[config.mk]
export PLATFORM = sky130hd
export DESIGN_NAME = dual_ptr_unit
export DESIGN_NICKNAME = d
export VERILOG_FILES = /design/src/rtl/dual_ptr_pkg.sv /design/src/rtl/dual_ptr_word.sv /design/src/rtl/dual_ptr_ctl.sv /design/src/rtl/dual_ptr_rdmux.sv /design/src/rtl/dual_ptr_unit.sv
export SDC_FILE = /design/constraint.sdc
export NUM_CORES = 1
export LEC_CHECK = 0
export ABC_AREA = 1
export ABC_CLOCK_PERIOD_IN_PS = 2370
export BUFFER_PORTS_ARGS = -buffer_cell sky130_fd_sc_hd__buf_2
export CORE_ASPECT_RATIO = 2
export CORE_MARGIN = 4
export CORE_UTILIZATION = 40
export DETAILED_ROUTE_END_ITERATION = 12
export PLACE_DENSITY = 0.69
export SYNTH_ARGS = -nofsm -noshare
export SYNTH_HDL_FRONTEND = slang
export SYNTH_SLANG_ARGS = --single-unit
[constraint.sdc]
create_clock -name clk -period 2.37 [get_ports clk]
set_input_delay 0.474 -clock clk [delete_from_list [all_inputs] [get_ports clk]]
set_output_delay 0.474 -clock clk [all_outputs]
set_load 0.01 [all_outputs]
[src/rtl/dual_ptr_pkg.sv]
// Package: shared control-byte layout for the dual pointer unit.
// Assumes an 8-bit control byte; the bit positions are decoded by software.
package dual_ptr_pkg;
    localparam int CTL_SEL_BIT  = 0;
    localparam int CTL_TOG_BIT  = 5;
    localparam int CTL_DIR0_BIT = 6;
    localparam int CTL_DIR1_BIT = 7;

    typedef struct packed {
        logic dir1;
        logic dir0;
        logic tog;
        logic sel;
    } ctl_t;

    // Build the readback byte; unimplemented bits are zero.
    function automatic logic [7:0] ctl_to_byte(input ctl_t c);
        logic [7:0] b;
        b = 8'h00;
        b[CTL_SEL_BIT]  = c.sel;
        b[CTL_TOG_BIT]  = c.tog;
        b[CTL_DIR0_BIT] = c.dir0;
        b[CTL_DIR1_BIT] = c.dir1;
        return b;
    endfunction

    // Extract the implemented fields from a written byte.
    function automatic ctl_t byte_to_ctl(input logic [7:0] b);
        ctl_t c;
        c.sel  = b[CTL_SEL_BIT];
        c.tog  = b[CTL_TOG_BIT];
        c.dir0 = b[CTL_DIR0_BIT];
        c.dir1 = b[CTL_DIR1_BIT];
        return c;
    endfunction
endpackage

[src/rtl/dual_ptr_word.sv]
// Module: one pointer register built from byte lanes.
// Byte writes take priority over a step in the same cycle; the step wraps.
// Assumes PTR_W is a multiple of 8.
module dual_ptr_word #(
    parameter int PTR_W = 16,
    localparam int LANES = PTR_W / 8
) (
    input  logic             clk,
    input  logic             rst_n,
    input  logic [LANES-1:0] lane_we,
    input  logic [7:0]       lane_data,
    input  logic             step,
    input  logic             down,
    output logic [PTR_W-1:0] value
);
    logic [PTR_W-1:0] stepped;

    // Next value for a step, up or down with natural wrap.
    always_comb begin
        stepped = down ? value - PTR_W'(1) : value + PTR_W'(1);
    end

    genvar g;
    generate
        for (g = 0; g < LANES; g++) begin : g_lane
            // Update one byte lane: reset, write, step, or hold.
            always_ff @(posedge clk) begin
                if (!rst_n)
                    value[8*g +: 8] <= 8'h00;
                else if (lane_we[g])
                    value[8*g +: 8] <= lane_data;
                else if (step && (lane_we == '0))
                    value[8*g +: 8] <= stepped[8*g +: 8];
            end
        end
    endgenerate
endmodule

[src/rtl/dual_ptr_ctl.sv]
// Module: control register holding select, toggle enable and directions.
// A write overrides strobes; increment strobe and auto-toggle XOR together.
module dual_ptr_ctl
    import dual_ptr_pkg::*;
(
    input  logic clk,
    input  logic rst_n,
    input  logic wr,
    input  ctl_t wr_val,
    input  logic sel_inc,
    input  logic instr,
    output ctl_t ctl
);
    logic flip;

    // Net select inversion from the two strobe sources.
    always_comb begin
        flip = sel_inc ^ (instr & ctl.tog);
    end

    // Register update: reset, software write, or select flip.
    always_ff @(posedge clk) begin
        if (!rst_n)
            ctl <= '0;
        else if (wr)
            ctl <= wr_val;
        else if (flip)
            ctl.sel <= ~ctl.sel;
    end
endmodule

[src/rtl/dual_ptr_rdmux.sv]
// Module: readback multiplexer over both pointers and the control byte.
// Unmapped indices return zero.
module dual_ptr_rdmux
    import dual_ptr_pkg::*;
#(
    parameter int PTR_W  = 16,
    parameter int ADDR_W = 3,
    localparam int LANES = PTR_W / 8
) (
    input  logic [PTR_W-1:0]  ptr0,
    input  logic [PTR_W-1:0]  ptr1,
    input  ctl_t              ctl,
    input  logic [ADDR_W-1:0] addr,
    output logic [7:0]        data
);
    // Select the addressed byte.
    always_comb begin
        data = 8'h00;
        for (int b = 0; b < LANES; b++) begin
            if (int'(addr) == b)          data = ptr0[8*b +: 8];
            if (int'(addr) == LANES + b)  data = ptr1[8*b +: 8];
        end
        if (int'(addr) == 2*LANES) data = ctl_to_byte(ctl);
    end
endmodule

[src/rtl/dual_ptr_unit.sv]
// Module: top of the dual data pointer unit.
// Decodes byte writes, routes the step to the active pointer, and drives
// the active address. Assumes 2*PTR_W/8+1 indices fit in ADDR_W bits.
module dual_ptr_unit
    import dual_ptr_pkg::*;
#(
    parameter int PTR_W  = 16,
    parameter int ADDR_W = 3
) (
    input  logic              clk,
    input  logic              rst_n,
    input  logic              wr_en,
    input  logic [ADDR_W-1:0] wr_addr,
    input  logic [7:0]        wr_data,
    input  logic              inc_ptr,
    input  logic              ptr_instr,
    input  logic              sel_inc,
    input  logic [ADDR_W-1:0] rd_addr,
    output logic [7:0]        rd_data,
    output logic [PTR_W-1:0]  act_ptr
);
    localparam int LANES    = PTR_W / 8;
    localparam int CTL_ADDR = 2 * LANES;

    logic [PTR_W-1:0] ptr_val [2];
    logic [LANES-1:0] lane_we [2];
    ctl_t             ctl_q;
    logic             ctl_we;
    logic [1:0]       dir_vec;

    // Control write decode.
    always_comb begin
        ctl_we  = wr_en && (int'(wr_addr) == CTL_ADDR);
        dir_vec = {ctl_q.dir1, ctl_q.dir0};
    end

    genvar k, b;
    generate
        for (k = 0; k < 2; k++) begin : g_ptr
            for (b = 0; b < LANES; b++) begin : g_we
                // Lane write decode for pointer k, byte b.
                always_comb begin
                    lane_we[k][b] = wr_en && (int'(wr_addr) == k*LANES + b);
                end
            end

            dual_ptr_word #(.PTR_W(PTR_W)) u_word (
                .clk       (clk),
                .rst_n     (rst_n),
                .lane_we   (lane_we[k]),
                .lane_data (wr_data),
                .step      (inc_ptr && (ctl_q.sel == 1'(k))),
                .down      (dir_vec[k]),
                .value     (ptr_val[k])
            );
        end
    endgenerate

    dual_ptr_ctl u_ctl (
        .clk     (clk),
        .rst_n   (rst_n),
        .wr      (ctl_we),
        .wr_val  (byte_to_ctl(wr_data)),
        .sel_inc (sel_inc),
        .instr   (ptr_instr),
        .ctl     (ctl_q)
    );

    dual_ptr_rdmux #(.PTR_W(PTR_W), .ADDR_W(ADDR_W)) u_rd (
        .ptr0 (ptr_val[0]),
        .ptr1 (ptr_val[1]),
        .ctl  (ctl_q),
        .addr (rd_addr),
        .data (rd_data)
    );

    // Active address output.
    always_comb begin
        act_ptr = ctl_q.sel ? ptr_val[1] : ptr_val[0];
    end
endmodule

After elaboration in Yosys (flattened, before gate mapping)
Cells that the tools add are included.
- register bits: 36
- latch bits: 0
- RAM bits: 0
- bits in read-only memories: 0
- input bits: 20
- output and inout bits: 24
- logic and storage cells: 59
- memories: 0
- $add $sub $neg: 4
- $mul: 0
- div/mod/pow operators: 0
- magnitude comparators: 0
- equality and inequality tests: 8
- shift operators: 0
- multiplexer cells: 18
- bitwise operators: 3
- reduce and logical (&&, ||, !) cells: 18
- operators by type and width (cell ; count):
    $mux W8 ; 13
    $mux W16 ; 3
    $add A16 B1 Y16 const B ; 2
    $sub A16 B1 Y16 const B ; 2
    $eq A3 B3 Y1 const B ; 6
    $reduce_bool A2 Y1 ; 5
    $logic_and A1 B1 Y1 ; 9
    $eq A3 B2 Y1 const B ; 2
    $logic_not A3 Y1 ; 2
    $logic_not A2 Y1 ; 2
    $mux W1 ; 2
    $and A1 B1 Y1 ; 1
    $not A1 Y1 ; 1
    $xor A1 B1 Y1 ; 1

Depth between registers and ports, before layout
- depth in word-level cells: 6
- mapped depth: 10
- mapped depth without buffers: 10

By module
Synthesis repeated with hierarchy kept, for this count alone.
- cell total of the unflattened synthesis: 718
- area, all modules: 4192.8 µm²
- modules (own cells, without submodules) (module ; instances ; cells an instance ; area each (µm²) ; seq. area each (µm²)):
    dual_ptr_word at g_ptr[0].u_word ; 1 ; 272 ; 1674.1 ; 320.3
    dual_ptr_word at g_ptr[1].u_word ; 1 ; 271 ; 1670.4 ; 320.3
    dual_ptr_rdmux ; 1 ; 79 ; 384.1 ; 0.0
    dual_ptr_unit ; 1 ; 69 ; 287.8 ; 0.0
    dual_ptr_ctl ; 1 ; 27 ; 176.4 ; 80.1

Least setup slack after synthesis
Ideal clock, no wire load.
- path type: register to register
- from: reg u_ctl.ctl[2] (netlist name)
- to: reg g_ptr[0].u_word.value[5]
- library setup time: 0.128 ns
- arrival: 1.762 ns
- required time: 2.242 ns
- setup slack: 0.480 ns
- cell stages (with the launch flop): 9
- path buffers: 0
- period minus slack after synthesis: 1.890 ns
- cell sequence: dfxtp_1 ha_1 or2_2 nand3b_1 nand2_1 o21ai_0 a21oi_1 nor2_1 nor2_1
- longest elaborated chain between the ends: 3
- ends and longest elaborated chain (item ; line ; source):
    $mux W16 ; dual_ptr_word.sv:20 ; stepped = down ? value - PTR_W'(1) : value + PTR_W'(1);
    $mux W8 ; dual_ptr_word.sv:32 ; else if (step && (lane_we == '0))
    $mux W8 ; dual_ptr_word.sv:30 ; else if (lane_we[g])
    to (signal, indexed assignment) ; dual_ptr_word.sv:31 ; value[8*g +: 8] <= lane_data;
    to (signal, indexed assignment) ; dual_ptr_word.sv:33 ; value[8*g +: 8] <= stepped[8*g +: 8];
    to (decl) ; dual_ptr_word.sv:14 ; output logic [PTR_W-1:0] value
No other way between the ends. The select of a mux whose other input is x is not followed.
A chain may end at the register's enable or synchronous reset.

Worst setup path in the final report
- from: in rd_addr[1]
- to: out rd_data[7]
- longest elaborated chain between the ends: 6
- elaborated cells on any way between the ends: 10
- those cells by class: eq/ne (4); mux (5); reduce/logical (1)
- ends and longest elaborated chain (item ; line ; source):
    from (decl) ; dual_ptr_unit.sv:18 ; input logic [ADDR_W-1:0] rd_addr,
    $logic_not A3 Y1 ; dual_ptr_rdmux.sv:20 ; if (int'(addr) == b) data = ptr0[8*b +: 8];
    $mux W8 ; dual_ptr_rdmux.sv:20 ;
    $mux W8 ; dual_ptr_rdmux.sv:21 ; if (int'(addr) == LANES + b) data = ptr1[8*b +: 8];
    $mux W8 ; dual_ptr_rdmux.sv:20 ;
    $mux W8 ; dual_ptr_rdmux.sv:21 ;
    $mux W8 (*) ; dual_ptr_rdmux.sv:23 ; if (int'(addr) == 2*LANES) data = ctl_to_byte(ctl);
    to (decl) ; dual_ptr_unit.sv:19 ; output logic [7:0] rd_data,
Mark *: on every way between the ends. The rest lies on a longest branch, timed or not.

==> flow_metrics.tcl <==
set metrics [dict create \
    portBuffers 43 \
    clock_skew_ps 6.04 \
    slowest_delay_ps 280 \
    antenna_found_initial 0 \
    critPathRequiredTime_ps 1900 \
    p_per_area_nw_per_um2 427 \
    rrSetupSlack_ps 360 \
    clk_path_buf_depth 2 \
    muxShareOfSynthArea_pct 0 \
    clk_pin_slew_worst_paths_ps 60 \
    die_w_um 77.2 \
    synth_top_family_by_area "simple AND/OR/NAND/NOR gates" \
    synth-main-ff-cell "dfxtp_1" \
    crit_buf_inv 2 \
    post_cts_resized 0 \
    synth-simple-area-share_pct 35.7 \
    dieArea_um2 11300 \
    final_common_cell "nand2_1" \
    ir_drop_uv 307 \
    final_cell_mix "208 x nand2_1, 140 x inv_1, 52 x a21oi_1, 43 x buf_2, 40 x nand3_1" \
    firstDrtPassIters 5 \
    ant_nets 0 \
    ff2ff_path_depth 9 \
    fin_crit_sh_pct 85.9 \
    hold_viol_final 0 \
    netlist_area_um2 3830 \
    placed_area_um2 4160 \
    vias_per_cell 5.41 \
    grt_util_met3_pct 3.21 \
    hpwl_um 10900 \
    die_height_um 146 \
    syn_inst 667 \
    whs_endpoint "g_ptr[0].u_word.value[4]$_SDFFE_PN0P_" \
    pin_count 44 \
    numClockSinks 36 \
    maxSlewHeadroom_pct 66.5 \
    timing.rr.end "g_ptr[0].u_word.value[14]$_SDFFE_PN0P_" \
    gr-usage-met2_pct 44.3 \
    max_freq_ghz 0.491 \
    drive_gt1_share_pct 9.96 \
    drt_iter0_markers 177 \
    power.leakage_nw 2.39 \
    critPathLaunchType "primary input" \
    cts_setup_buffers 0 \
    avgSynthCellArea_um2 5.75 \
    crit_family "compound AO/OA/AOI/OAI gates" \
    min_path_type "in -> reg" \
    vias 4417 \
    hold_buffers 0 \
    worstPathMaxFanout 8 \
    cp_slowest_cell "o22ai_1" \
    end_kind "output port" \
    clockRootBuffer "clkbuf_16" \
    maxCapViolations 0 \
    async_reset_ff_share_pct 0 \
    setup_tns_ps 0 \
    report.final.slew_viol_count 0 \
    yosysUniqueCellTypes 36 \
    clock_latency_ps 290 \
    core_um2 9380 \
    synthTopCellsByArea "nand2_1 20%, dfxtp_1 19%, inv_1 14%" \
    cts_made_buffers 5 \
    fin_crit_ps 2040 \
    synth_top_area_share_pct 20.4 \
    gr-total-overflow 0 \
    grt_pass1_wl_um 20700 \
    synthToLayoutAreaGrowth_pct 12.8 \
    num_rows 50 \
    worstHoldPathCells 3 \
    nets 762 \
    synthAdderAreaFrac_pct 10.2 \
    synth_largest_area_cell "nand2_1" \
    yosysSeqAreaShare_pct 18.8 \
    worst_pin_slew_ps 503 \
    setup_violations 0 \
    r2r-start "u_ctl.ctl[2]$_SDFFE_PN0P_" \
    synth_edf_count 0 \
    n_antenna_cell 0 \
    final_core_util_pct 46.1 \
    start_util_pct 40.9 \
    syn_nets 717 \
    synth_compound_area_share_pct 18.0 \
    htreeDepth 2 \
    crit_chain "buf_2, nor2_1, nand2_1, o22ai_1, a21oi_1, o211ai_1, buf_2" \
    design_area_um2 4330 \
    drc 0 \
    rsz0062_at_grt "false" \
    hold_path_startpoint "rst_n" \
    cts_tree "done" \
    worst_path_most_repeated_cell "buf_2" \
    synth-seq-cells 36 \
    top_usage_layer "met2" \
    grt_max_degree 23 \
    yosys_warnings 0 \
    grt_util_all_layers_pct 23.3 \
    crit_type "in -> out" \
    outcome "finished, final reports clean" \
    place_congestion 1.02 \
    critical_path_arrival_ps 1560 \
    grt_util_met1_pct 19.4 \
    drt-total-wl_um 13000 \
    grt_pass1_vias 4312 \
    synth_xor_area_share_pct 1.83 \
    wl_per_cell_um 16.0 \
]
-- through the flow --
step | std cells | hold slack (ps) | setup WS [ps] | power [mW]
after detailed placement | 809 | 508 | 373 | 1.09
after CTS | 817 | 480 | 358 | 1.85
final | 817 | 490 | 333 | 1.85
after global routing | 817 | 506 | 134 | 1.92
after global placement | 809 | 489 | 370 | 1.09
after floorplan | 667 | 461 | 480 | 0.949
-- worst register-to-register path, delay by kind of cell (launching register included) --
kind	cells	cell delay, ps
compound gates	3	540
fa+ha+maj	1	300
buf+inv	1	260
flops	1	530
simple gates	4	300
-- cells by family (layout without fill, tap and decap cells) --
logic type	Yosys count	in the layout
flip-flops	36	36
XOR/XNOR	8	8
adder cells (fa/ha/maj)	30	30
AND/OR/NAND/NOR	315	315
buffers and inverters	153	199
AO/OA/AOI/OAI	125	125
-- power breakdown --
group,internal [mW],switching [mW]
combinational,0.142,0.277
sequential,0.635,0.0335
clock,0.495,0.264
total,1.27,0.574
-- cells in the mapped netlist (all sizes together) (4+ instances only) --
cell type	count
nand2	211
inv	142
a21oi	52
nand3	42
dfxtp	36
nor2	36
o21ai	33
ha	28
o22ai	23
nand3b	8
a31oi	7
buf	6
o211ai	6
or2	6
clkbuf	5
nor3	5
xor2	5
and2	4
-- how the worst max path moves through the flow --
| stage | startpoint | end | slack [ps] | depth (start not counted) |
|---|---|---|---|---|
| after floorplan | u_ctl.ctl[2]$_SDFFE_PN0P_ | g_ptr[0].u_word.value[5]$_SDFFE_PN0P_ | 480 | 8 |
| after global placement | rd_addr[1] | rd_data[6] | 370 | 7 |
| after detailed placement | rd_addr[1] | rd_data[6] | 370 | 7 |
| after CTS | u_ctl.ctl[2]$_SDFFE_PN0P_ | g_ptr[0].u_word.value[14]$_SDFFE_PN0P_ | 360 | 11 |
| after global routing | u_ctl.ctl[2]$_SDFFE_PN0P_ | g_ptr[0].u_word.value[13]$_SDFFE_PN0P_ | 130 | 11 |
| final | rd_addr[1] | rd_data[7] | 330 | 7 |
-- layer usage --
| layer | wire, µm | vias to the layer above |
|---|---|---|
| met5 | 0 | - |
| met4 | 1400 | 0 |
| met3 | 531 | 75 |
| met2 | 6970 | 156 |
| met1 | 4140 | 1974 |
| li1 | - | 2212 |
-- area by class of cell --
type	count	area (µm²)
Sequential cell	36	721
Clock inverter	2	35.0
Tap cell	104	130
Fill cell	1021	5060
Timing Repair Buffer	49	260
Inverter	142	533
Multi-Input combinational cell	478	2520
Clock buffer	6	129
-- sequential cells by signal, summed over array words and instances (netlist names) --
name,flops
g_ptr.u_word.value,32
u_ctl.ctl,4
Power figures use the tool's default switching activity.
